<file path="config.mk">
export PLATFORM = sky130hd
export DESIGN_NAME = adc_pm_ctrl
export DESIGN_NICKNAME = d
export VERILOG_FILES = /design/src/rtl/adc_pm_ctrl.sv
export SDC_FILE = /design/constraint.sdc
export NUM_CORES = 1
export LEC_CHECK = 0
export ABC_AREA = 0
export BUFFER_PORTS_ARGS = -buffer_cell sky130_fd_sc_hd__buf_2
export CAP_MARGIN = 40
export CORE_UTILIZATION = 50
export CTS_CLUSTER_SIZE = 28
export DETAILED_ROUTE_END_ITERATION = 6
export HOLD_SLACK_MARGIN = 0.06
export MAX_ROUTING_LAYER = met4
export PLACE_DENSITY = 0.72
export SETUP_SLACK_MARGIN = 0.15
export SLEW_MARGIN = 5
export SYNTH_ARGS = -nofsm -noshare
export SYNTH_HDL_FRONTEND = slang
export SYNTH_SLANG_ARGS = --single-unit
</file>
<file path="constraint.sdc">
create_clock -name clk -period 2 [get_ports clk]
set_input_delay 0.4 -clock clk [delete_from_list [all_inputs] [get_ports clk]]
set_output_delay 0.4 -clock clk [all_outputs]
set_load 0.01 [all_outputs]
</file>
<file path="src/rtl/adc_pm_ctrl.sv">
module adc_pm_ctrl #(
  parameter int DIV_HALF    = 2,
  parameter int QUIET_CLKS  = 16,
  parameter int FRAME_EDGES = 16,
  parameter int SHDN_EDGES  = 4,
  parameter int LEAD_BITS   = 3,
  parameter int DATA_W      = 10
) (
  input  logic              clk,
  input  logic              rst_n,
  input  logic              start_i,
  input  logic              sleep_en_i,
  input  logic              sdata_i,
  output logic              cs_n_o,
  output logic              sclk_o,
  output logic [DATA_W-1:0] result_o,
  output logic              result_valid_o,
  output logic              busy_o
);

  localparam int DIV_W     = $clog2(DIV_HALF) + 1;
  localparam int EDGE_W    = $clog2(FRAME_EDGES + 1);
  localparam int GAP_W     = $clog2(QUIET_CLKS + 1);
  localparam int FIRST_BIT = LEAD_BITS + 1;
  localparam int LAST_BIT  = LEAD_BITS + DATA_W;

  typedef enum logic [1:0] {S_IDLE, S_FRAME, S_GAP} state_t;
  typedef enum logic [1:0] {K_DUMMY, K_READ, K_SLEEP} kind_t;
  typedef enum logic [1:0] {M_UNKNOWN, M_AWAKE, M_ASLEEP} mode_t;

  state_t            state;
  kind_t             kind;
  mode_t             mode;
  logic              sleep_lat;
  logic [DIV_W-1:0]  div_cnt;
  logic [EDGE_W-1:0] edge_cnt;
  logic [GAP_W-1:0]  gap_cnt;
  logic [DATA_W-1:0] shreg;

  wire tick      = (state == S_FRAME) && (div_cnt == DIV_W'(DIV_HALF - 1));
  wire fall      = tick && sclk_o;
  wire rise      = tick && !sclk_o;
  wire [EDGE_W-1:0] frame_len = (kind == K_SLEEP) ? EDGE_W'(SHDN_EDGES) : EDGE_W'(FRAME_EDGES);
  wire last_rise = rise && (edge_cnt == frame_len);
  wire in_field  = (edge_cnt >= EDGE_W'(FIRST_BIT)) && (edge_cnt <= EDGE_W'(LAST_BIT));
  wire gap_end   = (state == S_GAP) && (gap_cnt == GAP_W'(QUIET_CLKS - 1));

  assign busy_o = (state != S_IDLE);

  always_ff @(posedge clk) begin
    if (!rst_n) begin
      state          <= S_IDLE;
      kind           <= K_DUMMY;
      mode           <= M_UNKNOWN;
      sleep_lat      <= 1'b0;
      cs_n_o         <= 1'b1;
      sclk_o         <= 1'b1;
      div_cnt        <= '0;
      edge_cnt       <= '0;
      gap_cnt        <= '0;
      shreg          <= '0;
      result_o       <= '0;
      result_valid_o <= 1'b0;
    end else begin
      result_valid_o <= 1'b0;
      case (state)
        S_IDLE: begin
          if (start_i) begin
            state     <= S_FRAME;
            kind      <= (mode == M_AWAKE) ? K_READ : K_DUMMY;
            sleep_lat <= sleep_en_i;
            cs_n_o    <= 1'b0;
            div_cnt   <= '0;
            edge_cnt  <= '0;
          end
        end
        S_FRAME: begin
          div_cnt <= tick ? '0 : div_cnt + 1'b1;
          if (tick) sclk_o <= !sclk_o;
          if (fall) edge_cnt <= edge_cnt + 1'b1;
          if (rise && kind == K_READ && in_field)
            shreg <= {shreg[DATA_W-2:0], sdata_i};
          if (last_rise) begin
            cs_n_o  <= 1'b1;
            state   <= S_GAP;
            gap_cnt <= '0;
            mode    <= (kind == K_SLEEP) ? M_ASLEEP : M_AWAKE;
          end
        end
        S_GAP: begin
          gap_cnt <= gap_cnt + 1'b1;
          if (gap_end) begin
            gap_cnt  <= '0;
            div_cnt  <= '0;
            edge_cnt <= '0;
            if (kind == K_DUMMY || (kind == K_READ && sleep_lat)) begin
              kind   <= (kind == K_DUMMY) ? K_READ : K_SLEEP;
              state  <= S_FRAME;
              cs_n_o <= 1'b0;
            end else begin
              state          <= S_IDLE;
              result_o       <= shreg;
              result_valid_o <= 1'b1;
            end
          end
        end
        default: state <= S_IDLE;
      endcase
    end
  end

  logic [GAP_W-1:0] hi_cnt;
  logic             armed;
  always_ff @(posedge clk) begin
    if (!rst_n) begin
      hi_cnt <= '0;
      armed  <= 1'b0;
    end else begin
      armed <= armed | !cs_n_o;
      if (!cs_n_o) hi_cnt <= '0;
      else if (hi_cnt != GAP_W'(QUIET_CLKS)) hi_cnt <= hi_cnt + 1'b1;
    end
  end

  assert_sclk_idle_R1: assert property (@(posedge clk) disable iff (!rst_n)
    cs_n_o |-> sclk_o);

  assert_sclk_gated_R1: assert property (@(posedge clk) disable iff (!rst_n)
    !$stable(sclk_o) |-> !$past(cs_n_o));

  assert_quiet_gap_R5: assert property (@(posedge clk) disable iff (!rst_n)
    ($fell(cs_n_o) && armed) |-> (hi_cnt >= GAP_W'(QUIET_CLKS)));

  assert_strobe_busy_R9: assert property (@(posedge clk) disable iff (!rst_n)
    result_valid_o |-> (!busy_o && $past(busy_o)));

  assert_strobe_pulse_R9: assert property (@(posedge clk) disable iff (!rst_n)
    result_valid_o |=> !result_valid_o);

endmodule

</file>
* Yosys cells after proc, flatten, opt, wreduce, memory -nomap -nowiden
Index checks and enable logic that the tools add are counted.
** Word-level totals
- Register bits after elaboration :: 42
- Output and inout bits :: 14
** Cells by class
- Add/subtract/negate cells :: 3
- $lt $le $gt $ge :: 2
- Equality and inequality tests :: 13
- Multiplexer cells :: 30
- Bitwise gates (word level) :: 1
- Reductions and logical operators :: 29
** Operators by type and width (count)
- 2-to-1 mux 5 bit :: 6
- 2-to-1 mux 2 bit :: 11
- one-hot mux 5 bit (3 select lines) :: 1
- one-hot mux 2 bit (3 select lines) :: 2
- AND reduction 3 bit :: 4
- adder 5 x 1 -> 5 bit (second input constant) :: 2
- one-hot mux 5 bit (2 select lines) :: 1
- AND reduction 2 bit :: 5
- logical AND 1 bit :: 9
- == test 2 x 1 -> 1 bit (second input constant) :: 4
- inequality test 2 bit (second input constant) :: 4
- AND reduction 4 bit :: 2
- 2-to-1 mux 1 bit :: 7
- nonzero test 2 bit :: 3
- == test 5 x 4 -> 1 bit (second input constant) :: 1
- == test 5 bit :: 1
- >= comparator 5 x 3 -> 1 bit (second input constant) :: 1
- <= comparator 5 x 4 -> 1 bit (second input constant) :: 1
- AND reduction 5 bit :: 1
- == test 2 bit (second input constant) :: 2
- logical NOT 2 bit :: 2
- one-hot mux 2 bit (2 select lines) :: 1
- one-hot mux 1 bit (3 select lines) :: 1
- nonzero test 3 bit :: 1
- other kinds (5) :: 5

* Longest topological paths before layout
- Word-level depth :: 6
- Gate-level depth with buffers :: 6
- Mapped depth without buffers :: 5

* Worst setup path before layout
No wires, ideal clock.
- Path kind :: register to register
- Start :: register state[1]
- End :: register mode[0]
- Library setup time :: 116 ps
- Arrival :: 1435 ps
- Data required time :: 1884 ps
- Path slack :: 449 ps
- Cell stages (with the launch flop) :: 5
- Buffers on the path :: 0
- Path through :: dfxtp_1 -> and4bb_2 -> nand2b_4 -> or4_4 -> o211a_1
** On the way
- Word-level cells in the longest chain between the ends :: 5
** RTL lines
- start: declaration :: RTL line 31 : state_t state;
- start signal: assignment :: RTL line 52 : state <= S_IDLE;
- start signal: assignment :: RTL line 69 : state <= S_FRAME;
- start signal: assignment :: RTL line 85 : state <= S_GAP;
- == test 2 x 1 -> 1 bit (*) :: RTL line 40, 66
- logical AND 1 bit :: RTL line 40 : wire tick = (state == S_FRAME) && (div_cnt == DIV_W'(DIV_HALF - 1));
- logical AND 1 bit :: RTL line 42 : wire rise = tick && !sclk_o;
- logical AND 1 bit :: RTL line 44 : wire last_rise = rise && (edge_cnt == frame_len);
- AND reduction 2 bit (no line) (*)
- end signal: assignment :: RTL line 87 : mode <= (kind == K_SLEEP) ? M_ASLEEP : M_AWAKE;
- end: declaration :: RTL line 33 : mode_t mode;
Mark *: on every way between the ends. The rest lies on a longest branch, timed or not.
A chain may end at the register's enable or synchronous reset.

* Worst setup path after layout
- Start :: register gap_cnt[0]
- End :: register kind[0]
** On the way
- Word-level cells in the longest chain between the ends :: 4
** RTL lines
- start: declaration :: RTL line 37 : logic [GAP_W-1:0] gap_cnt;
- start signal: assignment :: RTL line 91 : gap_cnt <= gap_cnt + 1'b1;
- == test 5 x 4 -> 1 bit :: RTL line 46 : wire gap_end = (state == S_GAP) && (gap_cnt == GAP_W'(QUIET_CLKS - 1));
- logical AND 1 bit :: RTL line 46
- inequality test 2 bit (no line)
- AND reduction 4 bit (no line)
- end signal: assignment :: RTL line 70 : kind <= (mode == M_AWAKE) ? K_READ : K_DUMMY;
- end signal: assignment :: RTL line 97 : kind <= (kind == K_DUMMY) ? K_READ : K_SLEEP;
- end: declaration :: RTL line 32 : kind_t kind;
No other way between the ends.

==> results.toml <==
[yosys]
syn-mean-instance-area_um2 = 9.47
syn-cell-area_um2 = 1810
syn_inst = 191
synth.distinct_cells = 45
synthArstFlopShare = 0
synth-seq-area-share = 0.465
synth_nets = 200
synthFlopType = "dfxtp_1"
synth_most_common_cell = "dfxtp_1"
yosys_warnings = 0
synth_area_leaders = "dfxtp_1, mux2i_1, nand2_1"
synth_edf_count = 0
yosys_register_bits = 42
synth.top_cell.area_share = 0.465
yosysTopAreaCell = "dfxtp_1"
synthTopCellsByCount = "dfxtp_1, mux2i_1, nand2_1, nor2_1, nand3_1"

[floorplanning]
dieArea_um2 = 3860
die_w_um = 62.1
row_count = 21
dieHeight_um = 62.1
pin_count = 19
coreArea_um2 = 3390
start_util = 0.533

[clock_tree]
cts_hold_buf = 0
cts-resized-gates = 0
cts_buffers = 5
htreeDepth = 2
cts_tree = "built"
cts_root_buf = "clkbuf_4"
postCtsSetupRepairBufs = 0
clock_sinks = 42
clkTransAtPathRegs_ps = 130
cts_buffer_depth = 2
clk_latency_ps = 360

[critical_path]
crit_type = "reg -> reg"
crit_cells = 5
crit_end = "kind[0]"
slowest_delay_ps = 440
cp_top_family = "compound AO/OA/AOI/OAI gates"
startpoint = "gap_cnt[0]"
critical_path_arrival_ps = 1970
regToRegSetupSlack_ps = 290
r2r_cells = 5
path_max_fanout = 5
slowest_stage = "o41ai_4"
crit_buf_inv = 0
required_ps = 2260
r2r-start = "gap_cnt[0]"
endpoint_kind = "flip-flop"
cp_cell_sequence = "ha_1 -> nand4b_1 -> o41ai_4 -> o311a_1 -> nor3_1"
startpoint_type = "flip-flop"
r2r-end = "kind[0]"

[route]
wirelength_um = 3580
drtIter0Drc = 88
route.detailed.drc = 0
via_count = 1424
routedWlPerCell_um = 13.8
firstDrtPassIters = 4
routed_via_density = 5.48
ant_nets = 0

[sta]
fin_worst_skew_ps = 15.5
slew_headroom = 0.686
final_hold_viol_count = 0
whs_ps = 274
rsz0062_at_grt = "no"
fmax_mhz = 585
min_period_over_period = 0.854
report.final.slew_viol_count = 0
fin_tns_setup_ps = 0
setup_viol = 0
worstMarginPinSlew_ps = 471
layout_setup_ws_ps = 292
finalCriticalPeriod_ps = 1710

[power]
ir_worst_vdd_v = 0.000468
p_leak_nw = 0.889
power_density_nw_per_um2 = 735
p_total_mw = 1.51

[final_layout]
area_growth_pct = 13.7
fin_nets = 222
final_cells = 260
design_area_um2 = 2060
drive_gt1_frac = 0.182
fin_util = 0.606
num_antenna_cells = 0

[placed_design]
dp_hpwl_um = 2510
portBuffers = 18
dpl.cell_count = 252
place_area_um2 = 1960
place_ws_ps = 266
gp_congestion = 0.839

[global_route]
first_global_vias = 1399
antenna_found_initial = 0
grt_overflow_total = 0
grt_pass1_wl_um = 6230
grt_max_degree = 30
track_usage = 0.210

[worst_hold_path]
min_path_type = "in -> reg"

[job]
drv_cap = 0

[outcome]
status = "completed"
==> worst min path at each step <==
stage	from	to	slack, ps	cells past startpoint
after floorplan	div_cnt[1]	div_cnt[1]	410	2
after global placement	div_cnt[1]	div_cnt[1]	420	2
after detailed placement	div_cnt[1]	div_cnt[1]	420	2
after CTS	sdata_i	shreg[0]	260	3
after global routing	sdata_i	shreg[0]	280	3
final	sleep_en_i	sleep_lat	270	3
==> area by class of cell <==
type                       count  area [µm²]
multi-input combinational    137         933
clock inverter                 3        43.8
inverter                       4        15.0
timing repair buffer          23         128
clock buffer                   5        37.5
fill                         279        1330
sequential                    42         841
tap                           46        57.6
==> tightest hold or removal path, delay by kind of cell <==
family / cells / cell delay [ps]
multiplexers: 1 / 50
buffers and inverters: 1 / 70
AND/OR/NAND/NOR: 1 / 80
==> state kept, by name (all words and copies together), names as in the netlist, 2 cells and up <==
name      flops
div_cnt       2
edge_cnt      5
gap_cnt       5
kind          2
mode          2
result_o     10
shreg        10
state         2
==> logic make-up after synthesis <==
group | count (synthesis) | synth area share
DFF | 42 | 0.465
and+or+nand+nor | 84 | 0.243
buffers and inverters | 12 | 0.0277
muxes | 23 | 0.127
adders and majority gates | 4 | 0.0277
xor gates and xnor gates | 4 | 0.0194
AOI/OAI and AO/OA | 22 | 0.0900
==> power by group <==
group          switching [mW]  internal (mW)  leakage (nW)
combinational          0.0540         0.0377         0.504
sequential             0.0144          0.849         0.339
clock                   0.290          0.266        0.0456
total                   0.359           1.15         0.889
==> cell usage in the layout, fill, tap and decap left out, types with 4 or more instances in the layout <==
cell type  instances
dfxtp_1           42
mux2i_1           23
nor2_1            21
nand2_1           21
buf_2             18
nand3_1           14
clkbuf_4           5
buf_4              5
nor2b_1            4
o211ai_1           4
nand2b_1           4
o21ai_0            4
ha_1               4
==> metal layers <==
| metal | routed length [µm] | vias to the layer above | track usage |
|---|---|---|---|
| li1 | - | 720 | - |
| met1 | 1650 | 680 | 0.225 |
| met2 | 1800 | 17 | 0.375 |
| met5 | 0 | - | - |
| met3 | 91 | 7 | 0.0551 |
| met4 | 43 | 0 | 0.0640 |
No activity file was read; power rests on OpenSTA's default activity.
